$ cat src/rtl/ftm_pkg.sv
package ftm_pkg;
  // number of deviations ranked per round; the compare network is built for four
  localparam int unsigned FTM_NSAMP = 4;
  localparam int unsigned FTM_CNT_W = $clog2(FTM_NSAMP + 1);
endpackage

$ cat src/rtl/ftm_collect.sv
module ftm_collect
  import ftm_pkg::*;
#(
  parameter int unsigned W = 16
) (
  input  logic                          clk,
  input  logic                          rst_n,
  input  logic                          take,
  input  logic [W-1:0]                  value,
  input  logic                          round_end,
  output logic [FTM_NSAMP-1:0][W-1:0]   slots,
  output logic                          full,
  output logic                          overrun
);
  localparam int unsigned CW = FTM_CNT_W;

  logic [CW-1:0] cnt_q, cnt_d;
  logic [CW-1:0] wr_idx;
  logic          accept;
  logic          ovr_q, ovr_d;
  logic [FTM_NSAMP-1:0][W-1:0] slot_q, slot_d;

  assign full   = (cnt_q == CW'(FTM_NSAMP));
  assign accept = take && (round_end || !full);
  assign wr_idx = round_end ? '0 : cnt_q;

  always_comb begin
    cnt_d = cnt_q;
    if (round_end)   cnt_d = accept ? CW'(1) : '0;
    else if (accept) cnt_d = cnt_q + CW'(1);
    ovr_d = ovr_q | (take && !round_end && full);
  end

  for (genvar i = 0; i < FTM_NSAMP; i++) begin : g_slot
    logic wr_en;
    assign wr_en = accept && (wr_idx == CW'(i));
    always_comb begin
      slot_d[i] = slot_q[i];
      if (wr_en)          slot_d[i] = value;
      else if (round_end) slot_d[i] = '0;
    end
  end

  always_ff @(posedge clk or negedge rst_n) begin
    if (!rst_n) begin
      cnt_q  <= '0;
      ovr_q  <= 1'b0;
      slot_q <= '0;
    end else begin
      cnt_q  <= cnt_d;
      ovr_q  <= ovr_d;
      slot_q <= slot_d;
    end
  end

  assign slots   = slot_q;
  assign overrun = ovr_q;
endmodule

$ cat src/rtl/ftm_cmpx.sv
module ftm_cmpx #(
  parameter int unsigned W = 16
) (
  input  logic [W-1:0] a,
  input  logic [W-1:0] b,
  output logic [W-1:0] lo,
  output logic [W-1:0] hi
);
  logic swap;
  assign swap = $signed(a) > $signed(b);
  assign lo   = swap ? b : a;
  assign hi   = swap ? a : b;
endmodule

$ cat src/rtl/ftm_sort4.sv
module ftm_sort4
  import ftm_pkg::*;
#(
  parameter int unsigned W = 16
) (
  input  logic [FTM_NSAMP-1:0][W-1:0] din,
  output logic [FTM_NSAMP-1:0][W-1:0] dout
);
  // three stages: pairs, cross, middle
  logic [FTM_NSAMP-1:0][W-1:0] st1, st2;

  for (genvar p = 0; p < 2; p++) begin : g_stage1
    ftm_cmpx #(.W(W)) u_cx (
      .a(din[2*p]), .b(din[2*p+1]), .lo(st1[2*p]), .hi(st1[2*p+1])
    );
  end

  for (genvar p = 0; p < 2; p++) begin : g_stage2
    ftm_cmpx #(.W(W)) u_cx (
      .a(st1[p]), .b(st1[p+2]), .lo(st2[p]), .hi(st2[p+2])
    );
  end

  ftm_cmpx #(.W(W)) u_mid (
    .a(st2[1]), .b(st2[2]), .lo(dout[1]), .hi(dout[2])
  );
  assign dout[0] = st2[0];
  assign dout[3] = st2[3];
endmodule

$ cat src/rtl/ftm_midpoint.sv
module ftm_midpoint #(
  parameter int unsigned W = 16
) (
  input  logic [W-1:0] lo,
  input  logic [W-1:0] hi,
  output logic [W-1:0] mid
);
  logic signed [W:0] sum;
  assign sum = $signed({lo[W-1], lo}) + $signed({hi[W-1], hi});
  // dropping the lsb of a two's-complement sum floors the halving
  assign mid = sum[W:1];
endmodule

$ cat src/rtl/ftm_clock_corr.sv
module ftm_clock_corr
  import ftm_pkg::*;
#(
  parameter int unsigned W = 16
) (
  input  logic         clk,
  input  logic         rst_n,
  input  logic         dev_valid,
  input  logic [W-1:0] dev_value,
  input  logic         dev_trusted,
  input  logic         round_end,
  output logic         corr_valid,
  output logic [W-1:0] corr_out,
  output logic         sync_short,
  output logic         dev_overrun
);
  logic [FTM_NSAMP-1:0][W-1:0] slots, ranked;
  logic         full;
  logic [W-1:0] mid;

  ftm_collect #(.W(W)) u_collect (
    .clk(clk), .rst_n(rst_n),
    .take(dev_valid && dev_trusted), .value(dev_value),
    .round_end(round_end), .slots(slots), .full(full),
    .overrun(dev_overrun)
  );

  ftm_sort4 #(.W(W)) u_sort (.din(slots), .dout(ranked));

  ftm_midpoint #(.W(W)) u_mid (.lo(ranked[1]), .hi(ranked[2]), .mid(mid));

  logic         vld_q, vld_d;
  logic         short_q, short_d;
  logic [W-1:0] corr_q, corr_d;

  always_comb begin
    vld_d   = round_end;
    short_d = short_q;
    corr_d  = corr_q;
    if (round_end) begin
      short_d = !full;
      corr_d  = full ? mid : '0;
    end
  end

  always_ff @(posedge clk or negedge rst_n) begin
    if (!rst_n) begin
      vld_q   <= 1'b0;
      short_q <= 1'b0;
      corr_q  <= '0;
    end else begin
      vld_q   <= vld_d;
      short_q <= short_d;
      corr_q  <= corr_d;
    end
  end

  assign corr_valid = vld_q;
  assign sync_short = short_q;
  assign corr_out   = corr_q;
endmodule

$ cat config.mk
export PLATFORM = sky130hd
export DESIGN_NAME = ftm_clock_corr
export DESIGN_NICKNAME = d
export VERILOG_FILES = /design/src/rtl/ftm_pkg.sv /design/src/rtl/ftm_collect.sv /design/src/rtl/ftm_cmpx.sv /design/src/rtl/ftm_sort4.sv /design/src/rtl/ftm_midpoint.sv /design/src/rtl/ftm_clock_corr.sv
export SDC_FILE = /design/constraint.sdc
export NUM_CORES = 1
export LEC_CHECK = 0
export CORE_MARGIN = 5
export CORE_UTILIZATION = 45
export DETAILED_ROUTE_END_ITERATION = 16
export PLACE_DENSITY = 0.74
export SLEW_MARGIN = 20
export SYNTH_ARGS = -nofsm -noshare
export SYNTH_HDL_FRONTEND = slang
export SYNTH_SLANG_ARGS = --single-unit
$ cat constraint.sdc
create_clock -name clk -period 8.7 [get_ports clk]
set_clock_uncertainty 0.1 [all_clocks]
set_input_delay 1.305 -clock clk [delete_from_list [all_inputs] [get_ports clk]]
set_output_delay 1.305 -clock clk [all_outputs]
set_load 0.005 [all_outputs]
# --- Yosys cells after proc, flatten, opt, wreduce, memory -nomap -nowiden ---
# Index checks and enable logic that the tools add are counted.
word_totals:
  reg_bits: 86
  latchBits: 0
  mem_bits_rw: 0
  romBits: 0
  output_inout_bits: 19
  wordCells: 56
  n_memories: 0
classes:
  n_addsub: 2
  mul: 0
  div: 0
  magnitude_cmp: 5
  n_eq_ne: 4
  n_shift: 0
  mux: 18
  bitwise: 1
  n_reduce_logical: 17
ops:
  columns: ["op", "count"]
  rows:
  - ["$mux W16", 14]
  - ["$gt A16 B16 Y1", 5]
  - ["$add A16 B16 Y17", 1]
  - ["$reduce_bool A2 Y1", 5]
  - ["$mux W3", 3]
  - ["$logic_and A1 B1 Y1", 8]
  - ["$eq A3 B2 Y1 const B", 2]
  - ["$add A3 B1 Y3 const B", 1]
  - ["$eq A3 B1 Y1 const B", 1]
  - ["$eq A3 B3 Y1 const B", 1]
  - ["$logic_not A3 Y1", 1]
  - ["$logic_not A1 Y1", 2]
  - ["$logic_or A1 B1 Y1", 1]
  - ["$mux W1", 1]
  - ["$or A1 B1 Y1", 1]

# --- Longest topological paths before layout ---
logic_depth:
  ltp_word: 8
  depth_mapped: 32
  depth_no_buf: 30

# --- Modules after synthesis ---
# From an unflattened synthesis, not the netlist that was laid out.
unflattened:
  hier_cells: 898
  hier_area_um2: 9640.5
modules_own_cells:
  columns: ["module", "instances", "cells_per_inst", "area_per_inst_um2", "seq_area_each_um2"]
  rows:
  - ["ftm_cmpx", 5, 94, 1002.2, 0.0]
  - ["ftm_collect", 1, 236, 2987.9, 1701.6]
  - ["ftm_midpoint", 1, 117, 848.3, 0.0]
  - ["ftm_clock_corr", 1, 75, 793.3, 450.4]

# --- Least setup slack after synthesis ---
# No wires, ideal clock.
synth_path:
  path_type: "flip-flop to flip-flop"
  from: "register u_collect.slot_q, in the netlist u_collect.slots[47]"
  to: "register corr_q[13] (netlist: corr_out[13])"
  arrival_ns: 6.414
  t_required_ns: 8.478
  path_slack_ns: 2.065
  stages_incl_launch_ff: 29
  synth_period_minus_slack_ns: 6.635
  path_cell_list: "dfrtp_1 > ha_1 > nand4_2 > a211oi_1 > or4b_4 > or3_4 > nand2_1 > buf_2 > mux2i_1 > ha_1 > nand4_1 > or3_1 > a211oi_2 > nor4_1 > a211oi_2 > clkbuf_1 > o21a_1 > inv_1 > fa_1 > nor2b_1 > o21ai_0 > a21oi_1 > o21ai_0 > a21oi_1 > o21ai_0 > a21oi_1 > nor3_1 > o32a_1 > a32o_1"
synth_via:
  elab_chain_cells: 8
synth_lines:
  columns: ["element", "line", "source"]
  rows:
  - ["start, declared", "ftm_collect.sv:21", "logic [FTM_NSAMP-1:0][W-1:0] slot_q, slot_d;"]
  - ["start signal, assigned", "ftm_collect.sv:52", "slot_q <= slot_d;"]
  - ["$gt A16 B16 Y1", "ftm_cmpx.sv:10", "assign swap = $signed(a) > $signed(b);"]
  - ["$mux W16, on equally long branches", "ftm_cmpx.sv:12, ftm_cmpx.sv:11", null]
  - ["$gt A16 B16 Y1", "ftm_cmpx.sv:10", null]
  - ["$mux W16, on equally long branches", "ftm_cmpx.sv:11, ftm_cmpx.sv:12", null]
  - ["$gt A16 B16 Y1", "ftm_cmpx.sv:10", null]
  - ["$mux W16, on equally long branches", "ftm_cmpx.sv:11, ftm_cmpx.sv:12", null]
  - ["$add A16 B16 Y17 (*)", "ftm_midpoint.sv:9", "assign sum = $signed({lo[W-1], lo}) + $signed({hi[W-1], hi});"]
  - ["$mux W16 (*)", "ftm_clock_corr.sv:42", "corr_d = full ? mid : '0;"]
  - ["end signal, assigned", "ftm_clock_corr.sv:54", "corr_q <= corr_d;"]
  - ["end, declared", "ftm_clock_corr.sv:34", "logic [W-1:0] corr_q, corr_d;"]
# Mark *: on every way between the ends. The rest lies on a longest branch, timed or not.
# A chain may end at the register's enable or synchronous reset.

# --- Worst setup path in the final report ---
layout_path:
  from: "register u_collect.slot_q, in the netlist u_collect.slots[15]"
  to: "register corr_q[13] (netlist: corr_out[13])"
# The elaborated chain is that of the path after synthesis.

==> impl_metrics.ini <==
[status]
status = completed

[timing]
maxSlewHeadroom = 0.2827
setup_violations = 0
grt_setup_unrepaired = false
period_needed_ns = 8.026
timing.final.ws_setup_ns = 0.6736
finalSetupTns_ns = 0
max_freq_mhz = 124.6
slew_violations = 0
hold_viol = 0
min_period_over_period = 0.9226
tightestPinTransition_ns = 1.076

[cells_and_area]
layoutNonFillerInstCount = 1037
fin_nets = 947
drive_gt1_frac = 0.08363
final_core_util = 0.5164
fill_cells = 1388
most-common-layout-cells = nand2_1 (136), dfrtp_1 (86), ha_1 (81), a21oi_1 (62), inv_1 (56)
syn_to_final_growth_pct = 13.54
layout_commonest_cell = nand2_1
num_antenna_cells = 0

[placement]
dp_slack_ns = 0.4869
portBuffers = 39
placed_cells = 1020
post-dp-hpwl_um = 14810
gp_congestion = 0.9896

[cts]
cts_made_buffers = 9
cts_buffer_depth = 2
hold_buffers = 0
post-cts-setup-buffer-count = 0
cts.clk_slew.worst_paths_ns = 0.06
root_buffer = clkbuf_16
htreeDepth = 3
clock_sinks = 86
clk_latency_ns = 0.36
cts_resized = 0
cts_tree = yes

[floorplan]
rows = 45
die_x_um = 133.3
die_area_um2 = 17760
initial_utilization = 0.4548
ios = 40
die_h_um = 133.3
core-area_um2 = 15030

[yosys]
synthArstFlopShare = 1.000
synthesis.nets = 927
yosysWarnings = 0
ys_seq_elements = 86
syn_avg_cell_area_um2 = 8.298
syn-instance-count = 824
syn_area_um2 = 6838
seq_area_frac_synth = 0.3147
yosysUniqueCellTypes = 71
synth_edf_count = 0
yosys_most_used_dff = dfrtp_1

[critical_path]
worstPathRequired_ns = 8.84
crit_fanout = 19
crit_slowest_cell = a211oi_4
start_kind = flip-flop
arrival_ns = 8.16
cp_common_cell = a21oi_1
endpoint_kind = flip-flop
max_stage_delay_ns = 0.65
worstSetupPathType = flip-flop to flip-flop
crit_buf_inv = 2
cp_top_family = compound AO/OA/AOI/OAI gates

[hold_path]
hp-class = flip-flop to flip-flop

[grt]
grt_pass1_wl_um = 32180
antenna_found_initial = 0
grt_max_degree = 48
gr-usage-all-layers = 0.2281
grt_pass1_vias = 5986
overflow = 0

[route]
wire_per_inst_um = 19.15
dr.pass1.iters = 5
ant_nets = 0
drc = 0
routed_wl_um = 19860
viasPerCell = 6.004
vias = 6226
drt_iter0_drc = 423

[pwr]
total_power_mw = 2.283
p_per_area_nw_per_um2 = 294.0
ir_drop_mv = 0.1775
leakagePower_nw = 3.534

[job]
cap_viol_max_count = 0
-- stage by stage --
step / hold slack (ns) / area, um2
2_1_floorplan: 0.3663 / 6838
3_3_place_gp: 0.3562 / 7425
3_5_place_dp: 0.3620 / 7425
4_1_cts: 0.3762 / 7747
5_1_grt: 0.4003 / 7764
6_report: 0.3739 / 7764
-- where the power goes --
part	internal [mW]	switching (mW)	leakage (nW)
combinational	0.546	0.889	2.19
clock	0.259	0.164	0.163
sequential	0.412	0.0130	1.18
-- cells by family after synthesis --
logic type | share of synthesized area
flops | 0.3147
mux | 0.05233
simple gates | 0.1903
xor+xnor | 0.007687
buf+inv | 0.05581
fa+ha+maj | 0.1511
compound gates | 0.2280
-- worst reg2reg max path, delay by kind of cell (launching register included) --
kind | cells | cell delay (ns)
buffers and inverters | 2 | 0.43
AND/OR/NAND/NOR | 10 | 2.36
AO/OA/AOI/OAI | 14 | 3.53
adder cells (fa/ha/maj) | 3 | 1.09
flip-flops | 1 | 0.41
-- cell type report --
cell class | instances | area, um2 | area share
clock buffers | 10 | 239.0 | 0.03078
multi-input cells | 640 | 4374 | 0.5634
well taps | 188 | 235.2 | 0.03030
flip-flops and latches | 86 | 2152 | 0.2772
repair buffers | 50 | 465.4 | 0.05995
inverters | 57 | 214.0 | 0.02756
clock inverters | 6 | 83.83 | 0.01080
-- per-layer routing --
metal,up-vias,wire (um),global-route usage
met5,-,0,0
met1,2957,8964,0.3186
met4,0,707,0.09886
met3,53,1387,0.05363
li1,3008,-,-
met2,208,8797,0.3378
-- worst paths after layout --
| check | from | endpoint | slack (ns) | depth (start not counted) |
|---|---|---|---|---|
| worst max-delay path | u_collect.slots[15] | corr_out[13] | 0.67 | 29 |
| worst min-delay path | u_collect.overrun | u_collect.overrun | 0.37 | 1 |
| worst max register to register | u_collect.slots[15] | corr_out[13] | 0.67 | 29 |
| worst min register to register | u_collect.overrun | u_collect.overrun | 0.37 | 1 |
| max in group asynchronous | rst_n | u_collect.slots[56] | 6.67 | 2 |
| min in group asynchronous | rst_n | corr_out[11] | 0.82 | 1 |
-- synth_stat cells, types with 3 or more instances --
| library cell | count | area (um2) |
|---|---|---|
| mux2i_1 | 20 | 200.2 |
| clkbuf_1 | 34 | 127.6 |
| ha_1 | 81 | 1013 |
| and3_1 | 6 | 37.54 |
| o21a_1 | 4 | 30.03 |
| a21o_1 | 12 | 90.09 |
| dfrtp_1 | 86 | 2152 |
| nand4_1 | 12 | 75.07 |
| buf_2 | 8 | 40.04 |
| nand3_1 | 31 | 155.2 |
| o31a_1 | 16 | 140.1 |
| o211ai_1 | 5 | 37.54 |
| xnor2_1 | 3 | 26.28 |
| nor2_1 | 53 | 198.9 |
| xor2_1 | 3 | 26.28 |
| nor4_1 | 4 | 25.02 |
| inv_1 | 56 | 210.2 |
| o21ai_0 | 53 | 265.3 |
| a211o_1 | 3 | 26.28 |
| a22o_1 | 4 | 35.03 |
| o31ai_1 | 37 | 277.8 |
| nand2_1 | 137 | 514.2 |
| mux2_2 | 14 | 157.7 |
| a21oi_1 | 62 | 310.3 |
| nor2b_1 | 5 | 31.28 |
| a31oi_1 | 3 | 18.77 |
| or3_1 | 5 | 31.28 |
| nor3_1 | 9 | 45.04 |
| o21bai_1 | 3 | 22.52 |
| a32o_1 | 3 | 30.03 |
-- registers in the layout, indices dropped and copies added, names as in the netlist --
signal and count:
u_collect.overrun 1, u_collect.slots 64, corr_valid 1, sync_short 1, u_collect.cnt_q 3, corr_out 16
Note: power is estimated with default switching activity, not from simulation.
